$ cat config.mk
export PLATFORM = sky130hd
export DESIGN_NAME = modn_counter
export DESIGN_NICKNAME = d
export VERILOG_FILES = /design/src/rtl/modn_pkg.sv /design/src/rtl/modn_term_decode.sv /design/src/rtl/modn_toggle_bit.sv /design/src/rtl/modn_counter.sv
export SDC_FILE = /design/constraint.sdc
export NUM_CORES = 1
export LEC_CHECK = 0
export ABC_AREA = 1
export CAP_MARGIN = 20
export CORE_AREA = 2 2 39 41
export DETAILED_ROUTE_END_ITERATION = 16
export DIE_AREA = 0 0 41 43
export DONT_BUFFER_PORTS = 1
export GPL_ROUTABILITY_DRIVEN = 0
export HOLD_SLACK_MARGIN = 0.06
export PLACE_DENSITY = 0.3
export SETUP_SLACK_MARGIN = 0.1
export SYNTH_ARGS = -nofsm -noshare
export SYNTH_HDL_FRONTEND = slang
export SYNTH_SLANG_ARGS = --single-unit
$ cat constraint.sdc
create_clock -name clk -period 1.4 [get_ports clk]
set_clock_uncertainty 0.1 [all_clocks]
set_input_delay 0 -clock clk [delete_from_list [all_inputs] [get_ports clk]]
set_output_delay 0 -clock clk [all_outputs]
set_load 0.02 [all_outputs]
$ cat src/rtl/modn_pkg.sv
// Shared types for the modulo counter.
// Assumes: nothing beyond IEEE 1800-2017 packages.
package modn_pkg;
    // Next-state action for one bit of the counter.
    typedef enum logic [1:0] {
        ACT_HOLD   = 2'd0,
        ACT_TOGGLE = 2'd1,
        ACT_CLEAR  = 2'd2
    } stage_act_e;
endpackage

$ cat src/rtl/modn_term_decode.sv
// Terminal-word decoder: builds the minterm of TERM_VAL from the state
// bits, and flags any state word above TERM_VAL as out of range.
// Assumes: TERM_VAL fits in CNT_W bits.
module modn_term_decode #(
    parameter int CNT_W    = 3,
    parameter int TERM_VAL = 5
) (
    input  logic [CNT_W-1:0] state,
    output logic             term_hit,
    output logic             over_hit
);
    localparam logic [CNT_W-1:0] TERM_BITS = CNT_W'(TERM_VAL);

    logic [CNT_W-1:0] lit;

    // One literal per bit: the true bit where the terminal value has a 1,
    // the inverted bit where it has a 0.
    for (genvar g = 0; g < CNT_W; g++) begin : g_lit
        if (TERM_BITS[g]) begin : g_true
            assign lit[g] = state[g];
        end else begin : g_comp
            assign lit[g] = ~state[g];
        end
    end

    // The minterm is the AND of all literals; out of range is a magnitude compare.
    always_comb begin
        term_hit = &lit;
        over_hit = (state > TERM_BITS);
    end
endmodule

$ cat src/rtl/modn_toggle_bit.sv
// One counter bit that can hold, toggle or clear on each edge.
// Assumes: the action is settled before the rising edge; rst_n is synchronous.
module modn_toggle_bit
    import modn_pkg::*;
(
    input  logic       clk,
    input  logic       rst_n,
    input  stage_act_e act,
    output logic       q
);
    // Bit register: the clear wins, then the requested action is applied.
    always_ff @(posedge clk) begin
        if (!rst_n) begin
            q <= 1'b0;
        end else begin
            case (act)
                ACT_TOGGLE: q <= ~q;
                ACT_CLEAR:  q <= 1'b0;
                default:    q <= q;
            endcase
        end
    end
endmodule

$ cat src/rtl/modn_counter.sv
// Modulo (TERM_VAL+1) synchronous up counter with count enable.
// Bit i toggles when every lower bit is one. When the state is at or above
// TERM_VAL, every bit is told to clear instead. With count_en low, every
// bit holds.
// Assumes: 1 <= TERM_VAL < 2**CNT_W; rst_n is synchronous and active low.
module modn_counter
    import modn_pkg::*;
#(
    parameter int CNT_W    = 3,
    parameter int TERM_VAL = 5
) (
    input  logic             clk,
    input  logic             rst_n,
    input  logic             count_en,
    output logic [CNT_W-1:0] state_q,
    output logic             term_hit
);
    localparam logic [CNT_W-1:0] TERM_BITS = CNT_W'(TERM_VAL);

    logic             dec_term;
    logic             dec_over;
    logic             wrap;
    logic [CNT_W-1:0] carry;
    stage_act_e       act [CNT_W];

    // Terminal and out-of-range detection on the full state word.
    modn_term_decode #(
        .CNT_W   (CNT_W),
        .TERM_VAL(TERM_VAL)
    ) u_dec (
        .state   (state_q),
        .term_hit(dec_term),
        .over_hit(dec_over)
    );

    // The forced clear applies at the terminal word and above it.
    assign wrap     = dec_term | dec_over;
    assign term_hit = dec_term;

    // Toggle chain: bit 0 always wants to toggle; each higher bit wants to
    // toggle only when every lower bit is one.
    assign carry[0] = 1'b1;
    for (genvar g = 1; g < CNT_W; g++) begin : g_carry
        assign carry[g] = carry[g-1] & state_q[g-1];
    end

    // Per-bit action and register.
    for (genvar g = 0; g < CNT_W; g++) begin : g_bit
        assign act[g] = !count_en ? ACT_HOLD   :
                        wrap      ? ACT_CLEAR  :
                        carry[g]  ? ACT_TOGGLE : ACT_HOLD;

        modn_toggle_bit u_bit (
            .clk  (clk),
            .rst_n(rst_n),
            .act  (act[g]),
            .q    (state_q[g])
        );
    end


    reset_clear_chk: assert property (@(posedge clk)
        !rst_n |=> state_q == '0);


    step_up_chk: assert property (@(posedge clk) disable iff (!rst_n)
        (count_en && state_q < TERM_BITS) |=> state_q == $past(state_q) + CNT_W'(1));


    hold_idle_chk: assert property (@(posedge clk) disable iff (!rst_n)
        !count_en |=> $stable(state_q));


    wrap_zero_chk: assert property (@(posedge clk) disable iff (!rst_n)
        (count_en && term_hit) |=> state_q == '0);


    no_overrange_chk: assert property (@(posedge clk) disable iff (!rst_n)
        state_q <= TERM_BITS);


    term_freeze_chk: assert property (@(posedge clk) disable iff (!rst_n)
        (!count_en && term_hit) |=> term_hit);
endmodule

==> results of run 1 <==
-- worst paths after layout --
check,endpoint,slack (ns),cells after the start
setup / recovery,g_bit[2].u_bit.q,0.17,5
hold / removal,g_bit[2].u_bit.q,0.08,5
setup reg to reg,g_bit[2].u_bit.q,0.17,5
hold reg to reg,g_bit[2].u_bit.q,0.43,2
-- through the flow --
| step | util | setup slack [ns] | area [um^2] |
|---|---|---|---|
| after floorplan | - | 0.195 | 208 |
| after global placement | 0.165 | 0.131 | 228 |
| after detailed placement | 0.165 | 0.0871 | 228 |
| after CTS | 0.199 | 0.114 | 275 |
| after global routing | 0.204 | 0.102 | 283 |
| final | 0.204 | 0.174 | 283 |
-- timing repair --
item / in CTS / in global routing
resized for setup: 1 / 4
setup endpoints to repair: 1 / 2
hold buffers: 2 / 0
pin swaps: 0 / 2
hold endpoints to repair: 3 / 0
-- kinds of logic (layout without fill, tap and decap cells) --
logic type / after synthesis / after routing
buffers and inverters: 6 / 12
AOI/OAI and AO/OA: 3 / 3
adders and majority gates: 2 / 2
DFF: 3 / 3
and+or+nand+nor: 16 / 16
-- placed cells by master, fill, tap and decap left out --
cell type,n
dfxtp_2,3
ha_1,2
clkbuf_1,1
nand3_1,1
a21oi_2,1
nand4_1,1
buf_4,3
dlygate4sd3_1,2
o21ai_1,2
nand2_1,5
clkbuf_4,3
inv_2,1
nor2_2,2
inv_1,2
nor2_1,6
nor3_2,1
-- critical path, cell delays in order (launching register included) --
cell     delay [ns]
dfxtp_2        0.33
inv_2          0.08
nand4_1        0.09
ha_1           0.31
o21ai_1        0.15
nor2_1         0.05
-- cell type report --
class | instances | area [um^2]
tap | 16 | 20.0
inverter | 3 | 11.3
timing repair buffer | 5 | 42.5
clock buffer | 4 | 26.3
multi-input combinational | 21 | 119
fill | 163 | 1100
sequential | 3 | 63.8
-- where the power goes --
group	internal [uW]	switching [uW]	total, uW
sequential	92.2	6.43	98.6
combinational	18.6	24.5	43.1
clock	107	45.8	153
-- per-layer routing --
layer	vias to the layer above	track usage
li1	106	-
met2	6	0.106
met3	2	0.0209
met1	84	0.0579
met4	0	0.0800
met5	-	0
==> results.sh, run 1 <==
export IMPL_status="finished clean"
export IMPL_cts_root_buf="clkbuf_4"
export IMPL_drv_slew=0
export IMPL_worst_pin_slew_ns=0.376
export IMPL_largest_register_ff_count=3
export IMPL_path_max_fanout=5
export IMPL_clockBufferDepth=2
export IMPL_cts_made_buffers=3
export IMPL_nets=42
export IMPL_hold_violations=0
export IMPL_synth_cell_types=12
export IMPL_reg_largest_list="g_bit.u_bit.q x3"
export IMPL_crit_type="reg -> reg"
export IMPL_startpoint_type="flop"
export IMPL_avgSynthCellArea_um2=6.92
export IMPL_grt_usage=0.0683
export IMPL_cts_setup_buffers=0
export IMPL_cts_tree="yes"
export IMPL_relSlewSlack=0.748
export IMPL_required_ns=1.42
export IMPL_diodes=0
export IMPL_leakagePower_uw=0.000120
export IMPL_die_area_um2=1760
export IMPL_async_flop_share=0
export IMPL_clkTransAtPathRegs_ns=0.04
export IMPL_wl_um=467
export IMPL_r2r_start="g_bit[2].u_bit.q"
export IMPL_setup_viol=0
export IMPL_route_met2_wl_um=256
export IMPL_syn_to_final_growth_pct=36.1
export IMPL_vias=198
export IMPL_route_met3_wl_um=21
export IMPL_syn_inst=30
export IMPL_wl_met1_um=172
export IMPL_regMostFlops="g_bit.u_bit.q"
export IMPL_hold_slack_ns=0.0760
export IMPL_tns_ns=0
export IMPL_io_pins=7
export IMPL_min_path_type="in -> reg"
export IMPL_drt_pass1_iterations=2
export IMPL_synth_most_common_cell="nor2_1"
export IMPL_p_per_area_nw_per_um2=1040
export IMPL_mappedNetlistArea_um2=208
export IMPL_antenna_found_initial=0
export IMPL_grt_pass1_vias=201
export IMPL_core_um2=1380
export IMPL_ant_nets=0
export IMPL_yosysWarnings=0
export IMPL_maxCapViolCount=0
export IMPL_finalPower_uw=294
export IMPL_synth_simple_area_share=0.337
export IMPL_synthTopCellsByArea="dfxtp_1, nor2_1, ha_1"
export IMPL_synthMuxAreaShare=0
export IMPL_vias_per_cell=3.81
export IMPL_clk_latency_ns=0.23
export IMPL_grt_overflow=0
export IMPL_clock_sinks=3
export IMPL_io_buffer_count=0
export IMPL_synth_area_leader_cell="dfxtp_1"
export IMPL_synth_seq_cells=3
export IMPL_synth_enable_flop_cells=0
export IMPL_synth_compound_area_frac=0.0904
export IMPL_crit_path_start="g_bit[2].u_bit.q"
export IMPL_drive_above_1_share=0.389
export IMPL_grt_max_degree=6
export IMPL_drt_iter0_markers=2
export IMPL_std_cell_rows=14
export IMPL_htree_num_levels=1
export IMPL_syn_nets=35
export IMPL_period_needed_ns=1.23
export IMPL_crit_path_end_kind="flop"
export IMPL_synth_xor_area_frac=0
export IMPL_fin_cells=52
export IMPL_critical_path_arrival_ns=1.25
export IMPL_netlist_area_leader_share=0.289
export IMPL_grt_pass1_wl_um=745
export IMPL_start_util=0.150
export IMPL_drc=0
export IMPL_hold_start="count_en"
export IMPL_dieHeight_um=43
export IMPL_ir_worst_vdd_mv=0.417
export IMPL_synth_top_family_by_area="simple AND/OR/NAND/NOR gates"
export IMPL_synth_seq_area_share=0.289
export IMPL_fmax_mhz=816
export IMPL_dp_cells=46
export IMPL_synthTopCellsByCount="nor2_1, nand2_1, buf_4, dfxtp_1"
export IMPL_top_layer="met4"
export IMPL_wl_per_cell_um=8.98
export IMPL_hpwl_um=352
export IMPL_die_w_um=41
export IMPL_rsz0062_at_grt="no"
export IMPL_synthAdderAreaFrac=0.120
export IMPL_ys_flop_type="dfxtp_1"
export IMPL_fin_crit_sh=0.876
(Power assumes the default switching activity.)
==> inputs of run 2 (changes only) <==
Settings changed: REMOVE_ABC_BUFFERS from default to 1.
==> run 2 against run 1 <==
  * Critical path depth did not move
  * Sequential share of layout area down 0.30 points
  * Register-to-register slack improved by 0.03 ns
  * Non-clock buffer count up 1
  * Critical endpoint unchanged
==> results.sh, run 2 (synthesized netlist as in run 1, its figures left out) <==
export IMPL_status="finished clean"
export IMPL_switchingPower_uw=77.7
export IMPL_multiInputGateArea_um2=130
export IMPL_largest_register_ff_count=3
export IMPL_slowest_stage="dfxtp_4"
export IMPL_io_pins=7
export IMPL_clk_latency_ns=0.23
export IMPL_p_int_uw=217
export IMPL_maxCapViolCount=0
export IMPL_startpoint_type="flop"
export IMPL_power_frac_clock=0.507
export IMPL_die_w_um=41
export IMPL_crit_type="reg -> reg"
export IMPL_drt_pass1_iterations=2
export IMPL_reg2reg_to="g_bit[2].u_bit.q"
export IMPL_hold_slack_ns=0.0588
export IMPL_tns_ns=0
export IMPL_grt_pass1_wl_um=828
export IMPL_vias_per_cell=3.92
export IMPL_setup_viol=0
export IMPL_path_buf_inv=0
export IMPL_drive_above_1_share=0.405
export IMPL_r2r_start="g_bit[1].u_bit.q"
export IMPL_worst_pin_slew_ns=0.266
export IMPL_grt_max_degree=6
export IMPL_start_util=0.150
export IMPL_p_per_area_nw_per_um2=955
export IMPL_clock_sinks=3
export IMPL_antenna_found_initial=0
export IMPL_required_ns=1.42
export IMPL_relSlewSlack=0.822
export IMPL_holdPathStages=4
export IMPL_utilization=0.223
export IMPL_critical_path_arrival_ns=1.22
export IMPL_drv_slew=0
export IMPL_grt_usage=0.0793
export IMPL_cts_tree="yes"
export IMPL_crit_family="flip-flops"
export IMPL_top_layer="met4"
export IMPL_grt_overflow=0
export IMPL_htree_num_levels=1
export IMPL_clkTransAtPathRegs_ns=0.04
export IMPL_clockBufferDepth=2
export IMPL_fillers=157
export IMPL_cts_made_buffers=3
export IMPL_path_max_fanout=5
export IMPL_crit_path_end_kind="flop"
export IMPL_cp_cell_sequence="nor2_4 -> nor2_2 -> ha_1 -> o21ai_1 -> nor2_1"
export IMPL_vias=208
export IMPL_switching_share=0.263
export IMPL_wl_per_cell_um=8.75
export IMPL_min_path_type="in -> reg"
export IMPL_hold_start="count_en"
export IMPL_ir_worst_vdd_mv=0.290
export IMPL_r2r_slack_ns=0.20
export IMPL_die_area_um2=1760
export IMPL_slowest_delay_ns=0.38
export IMPL_fmax_mhz=835
export IMPL_hold_path_end="g_bit[2].u_bit.q"
export IMPL_fin_cells=53
export IMPL_route_met3_wl_um=63
export IMPL_route_met2_wl_um=191
export IMPL_nets=43
export IMPL_period_needed_ns=1.20
export IMPL_layout_commonest_cell="nor2_1"
export IMPL_core_um2=1380
export IMPL_grt_pass1_vias=194
export IMPL_final_cell_mix="nor2_1, nand2_1, buf_4"
export IMPL_wl_um=464
export IMPL_io_buffer_count=0
export IMPL_wl_met1_um=199
export IMPL_drc=0
export IMPL_fin_crit_sh=0.856
export IMPL_regArea_um2=68.8
export IMPL_dp_cells=46
export IMPL_drt_iter0_markers=1
export IMPL_diodes=0
export IMPL_combPwrFrac=0.157
export IMPL_ant_nets=0
export IMPL_syn_to_final_growth_pct=48.8
export IMPL_rsz0062_at_grt="yes"
export IMPL_cts_root_buf="clkbuf_4"
export IMPL_hold_violations=0
export IMPL_dieHeight_um=43
export IMPL_rr_worst_depth=5
export IMPL_leakagePower_uw=0.000131
export IMPL_regMostFlops="g_bit.u_bit.q"
export IMPL_pwr_share_seq=0.336
export IMPL_std_cell_rows=14
export IMPL_reg_largest_list="g_bit.u_bit.q x3"
run 2: how the worst max path moves through the flow:
stage	start	endpoint	slack [ns]	depth (start not counted)
3_5_place_dp	g_bit[2].u_bit.q	g_bit[2].u_bit.q	0.13	6
2_1_floorplan	g_bit[1].u_bit.q	g_bit[2].u_bit.q	0.05	5
3_3_place_gp	g_bit[2].u_bit.q	g_bit[2].u_bit.q	0.13	6
6_report	g_bit[1].u_bit.q	g_bit[2].u_bit.q	0.20	5
5_1_grt	g_bit[1].u_bit.q	g_bit[2].u_bit.q	0.1	6
4_1_cts	g_bit[2].u_bit.q	g_bit[2].u_bit.q	0.10	6
run 2: per-layer routing:
layer  track usage  vias up
li1              -      110
met1        0.0932       89
met2        0.0719        7
met3        0.0471        2
met4         0.120        0
met5             0        -
run 2: tightest hold or removal path, delay by kind of cell:
kind / cells / cell delay (ns)
simple gates: 2 / 0.15
fa+ha+maj: 1 / 0.13
compound gates: 1 / 0.07
run 2: layout make-up:
type / count / area share
clock buffer: 4 / 0.0850
tap: 16 / 0.0648
timing repair buffer: 6 / 0.162
sequential: 3 / 0.223
multi-input combinational: 21 / 0.421
inverter: 3 / 0.0445
run 2: repair_timing:
item / in CTS / in global routing
hold endpoints to repair: 3 / 0
gates resized for setup: 0 / 10
setup buffers: 0 / 1
hold buffers: 2 / 0
setup endpoints to repair: 0 / 3
run 2: through the flow:
step	total power (uW)	cell area (um^2)	worst slack, ns
floorplan	122	185	0.0491
global placement	134	228	0.128
detailed placement	134	228	0.128
CTS	300	274	0.100
global route	324	309	0.0951
finish	295	309	0.202
run 2: power by group through the flow:
| stage | clock [uW] | sequential (uW) | combinational (uW) |
|---|---|---|---|
| 3_5_place_dp | 0 | 98.3 | 35.5 |
| 6_report | 149 | 99.2 | 46.4 |
| 4_1_cts | 161 | 97.1 | 41.9 |
| 5_1_grt | 172 | 99.9 | 51.6 |
| 3_3_place_gp | 0 | 98.5 | 35.0 |
| 2_1_floorplan | 0 | 105 | 17.0 |
==> inputs of run 3 (changes only) <==
Settings changed: HOLD_SLACK_MARGIN 0.06 to 0.1.
Clock period 1.4 ns to 1.05 ns, I/O delays scaled along.
==> run 3 against run 2 <==
  * First-iteration DRC count is 100% lower
  * Global-route usage is 0.11 points lower
  * Die area stayed put
  * Design area is 9.7% higher
  * Largest power group unchanged
  * Worst hold slack better by 0.10 ns
  * Clock-buffer cell count stayed put
  * Non-clock buffer count is 4 higher
  * Total power is 36% higher
  * Via count is 0.96% lower
  * The flow now finishes with violations (negative setup slack)
  * Core utilization is 2.2 points higher
==> results.sh, run 3 (synthesized netlist as in run 1, its figures left out) <==
export IMPL_vias_per_cell=3.61
export IMPL_start_util=0.150
export IMPL_drt_pass1_iterations=1
export IMPL_leakagePower_uw=0.000150
export IMPL_die_area_um2=1760
export IMPL_p_int_uw=299
export IMPL_wl_um=483
export IMPL_violations="negative setup slack"
export IMPL_grt_pass1_vias=211
export IMPL_clk_latency_ns=0.23
export IMPL_ant_nets=0
export IMPL_drc=0
export IMPL_cp_cell_sequence="dlygate4sd3_1 -> nand4_1 -> ha_1 -> nor2_1 -> nor2_1 -> nor2_1"
export IMPL_clockBufferDepth=2
export IMPL_io_buffer_count=0
export IMPL_ir_worst_vdd_mv=0.340
export IMPL_drive_above_1_share=0.512
export IMPL_crit_path_end_kind="flop"
export IMPL_final_cell_mix="nor2_1, nand2_1, buf_4"
export IMPL_htree_num_levels=1
export IMPL_std_cell_rows=14
export IMPL_hpwl_um=367
export IMPL_pwr_share_seq=0.326
export IMPL_cts_made_buffers=3
export IMPL_reg_largest_list="g_bit.u_bit.q x3"
export IMPL_switchingPower_uw=101
export IMPL_maxCapViolCount=0
export IMPL_drt_iter0_markers=0
export IMPL_slowest_stage="dlygate4sd3_1"
export IMPL_period_needed_ns=1.19
export IMPL_grt_max_degree=6
export IMPL_switching_share=0.253
export IMPL_worst_pin_slew_ns=0.159
export IMPL_status="complete, but fails checks"
export IMPL_crit_cells=6
export IMPL_wl_per_cell_um=8.47
export IMPL_p_per_area_nw_per_um2=1180
export IMPL_grt_pass1_wl_um=814
export IMPL_rr_worst_depth=6
export IMPL_core_um2=1380
export IMPL_placed_cell_area_um2=258
export IMPL_finalPower_uw=401
export IMPL_vias=206
export IMPL_io_pins=7
export IMPL_grt_usage=0.0782
export IMPL_tns_ns=-0.331
export IMPL_drv_slew=0
export IMPL_setup_slack_ns=-0.143
export IMPL_clkTransAtPathRegs_ns=0.04
export IMPL_path_max_fanout=4
export IMPL_startpoint_type="input pin"
export IMPL_regMostFlops="g_bit.u_bit.q"
export IMPL_antenna_found_initial=0
export IMPL_cts_root_buf="clkbuf_4"
export IMPL_relSlewSlack=0.894
export IMPL_required_ns=1.11
export IMPL_grt_overflow=0
export IMPL_cts_tree="yes"
export IMPL_nets=47
export IMPL_die_w_um=41
export IMPL_slowest_delay_ns=0.61
export IMPL_utilization=0.245
export IMPL_crit_type="in -> reg"
export IMPL_worst_path_most_repeated_cell="nor2_1"
export IMPL_clock_sinks=3
export IMPL_crit_family="buffers and inverters"
export IMPL_combPwrFrac=0.180
export IMPL_fin_area_um2=339
export IMPL_hold_violations=0
export IMPL_fmax_mhz=838
export IMPL_diodes=0
export IMPL_holdPathStages=5
export IMPL_power_frac_clock=0.494
export IMPL_fin_crit_sh=1.14
export IMPL_largest_register_ff_count=3
export IMPL_critical_path_arrival_ns=1.25
export IMPL_setup_viol=3
export IMPL_layout_commonest_cell="nor2_1"
export IMPL_rsz0062_at_grt="yes"
export IMPL_dieHeight_um=43
export IMPL_syn_to_final_growth_pct=63.3
export IMPL_path_buf_inv=1
export IMPL_min_path_type="in -> reg"
-- run 3: worst paths after layout --
check | from | endpoint | slack (ns)
setup reg to reg | g_bit[1].u_bit.q | g_bit[2].u_bit.q | -0.12
hold reg to reg | g_bit[2].u_bit.q | g_bit[2].u_bit.q | 0.51
hold / removal | count_en | g_bit[1].u_bit.q | 0.16
setup / recovery | count_en | g_bit[2].u_bit.q | -0.14
-- run 3: cell type report --
class,instances,area [um^2]
Timing Repair Buffer,10,91.3
Inverter,3,11.3
Clock buffer,4,26.3
Fill cell,157,1040
Multi-Input combinational cell,21,124
Tap cell,16,20.0
Sequential cell,3,66.3
-- run 3: routing by layer --
metal,wire (um),vias to the layer above,GRT usage,part of all wire
met1,224,82,0.0801,0.46
met5,0,-,0,0
li1,-,117,-,-
met3,46,0,0.0419,0.095
met2,212,7,0.0938,0.44
met4,0,0,0.100,0
-- run 3: through the flow --
| stage | hold WS (ns) | cells | setup WS, ns |
|---|---|---|---|
| after global routing | 0.205 | 57 | -0.200 |
| after floorplan | 0.0361 | 27 | -0.301 |
| after detailed placement | 0.0442 | 50 | -0.188 |
| after global placement | 0.0467 | 50 | -0.184 |
| after CTS | -0.215 | 55 | -0.130 |
| final | 0.158 | 57 | -0.143 |
-- run 3: what timing repair did --
item	in CTS	in global routing
gates resized for setup	8	3
setup endpoints to repair	4	4
endpoints found under the hold margin	3	3
pin swaps	5	2
buffers inserted	1	0
-- run 3: power groups by stage --
stage / sequential, uW / combinational (uW) / clock [uW]
final: 131 / 71.9 / 198
after global routing: 131 / 80.7 / 227
after CTS: 131 / 62.2 / 212
after detailed placement: 130 / 55.8 / 0
after global placement: 130 / 55.2 / 0
after floorplan: 140 / 22.7 / 0
-- run 3: worst min-delay path, cell delays in order --
cell	delay, ns
nand2_1	0.04
nor2_2	0.13
ha_1	0.15
nor2_1	0.05
nor2_1	0.08
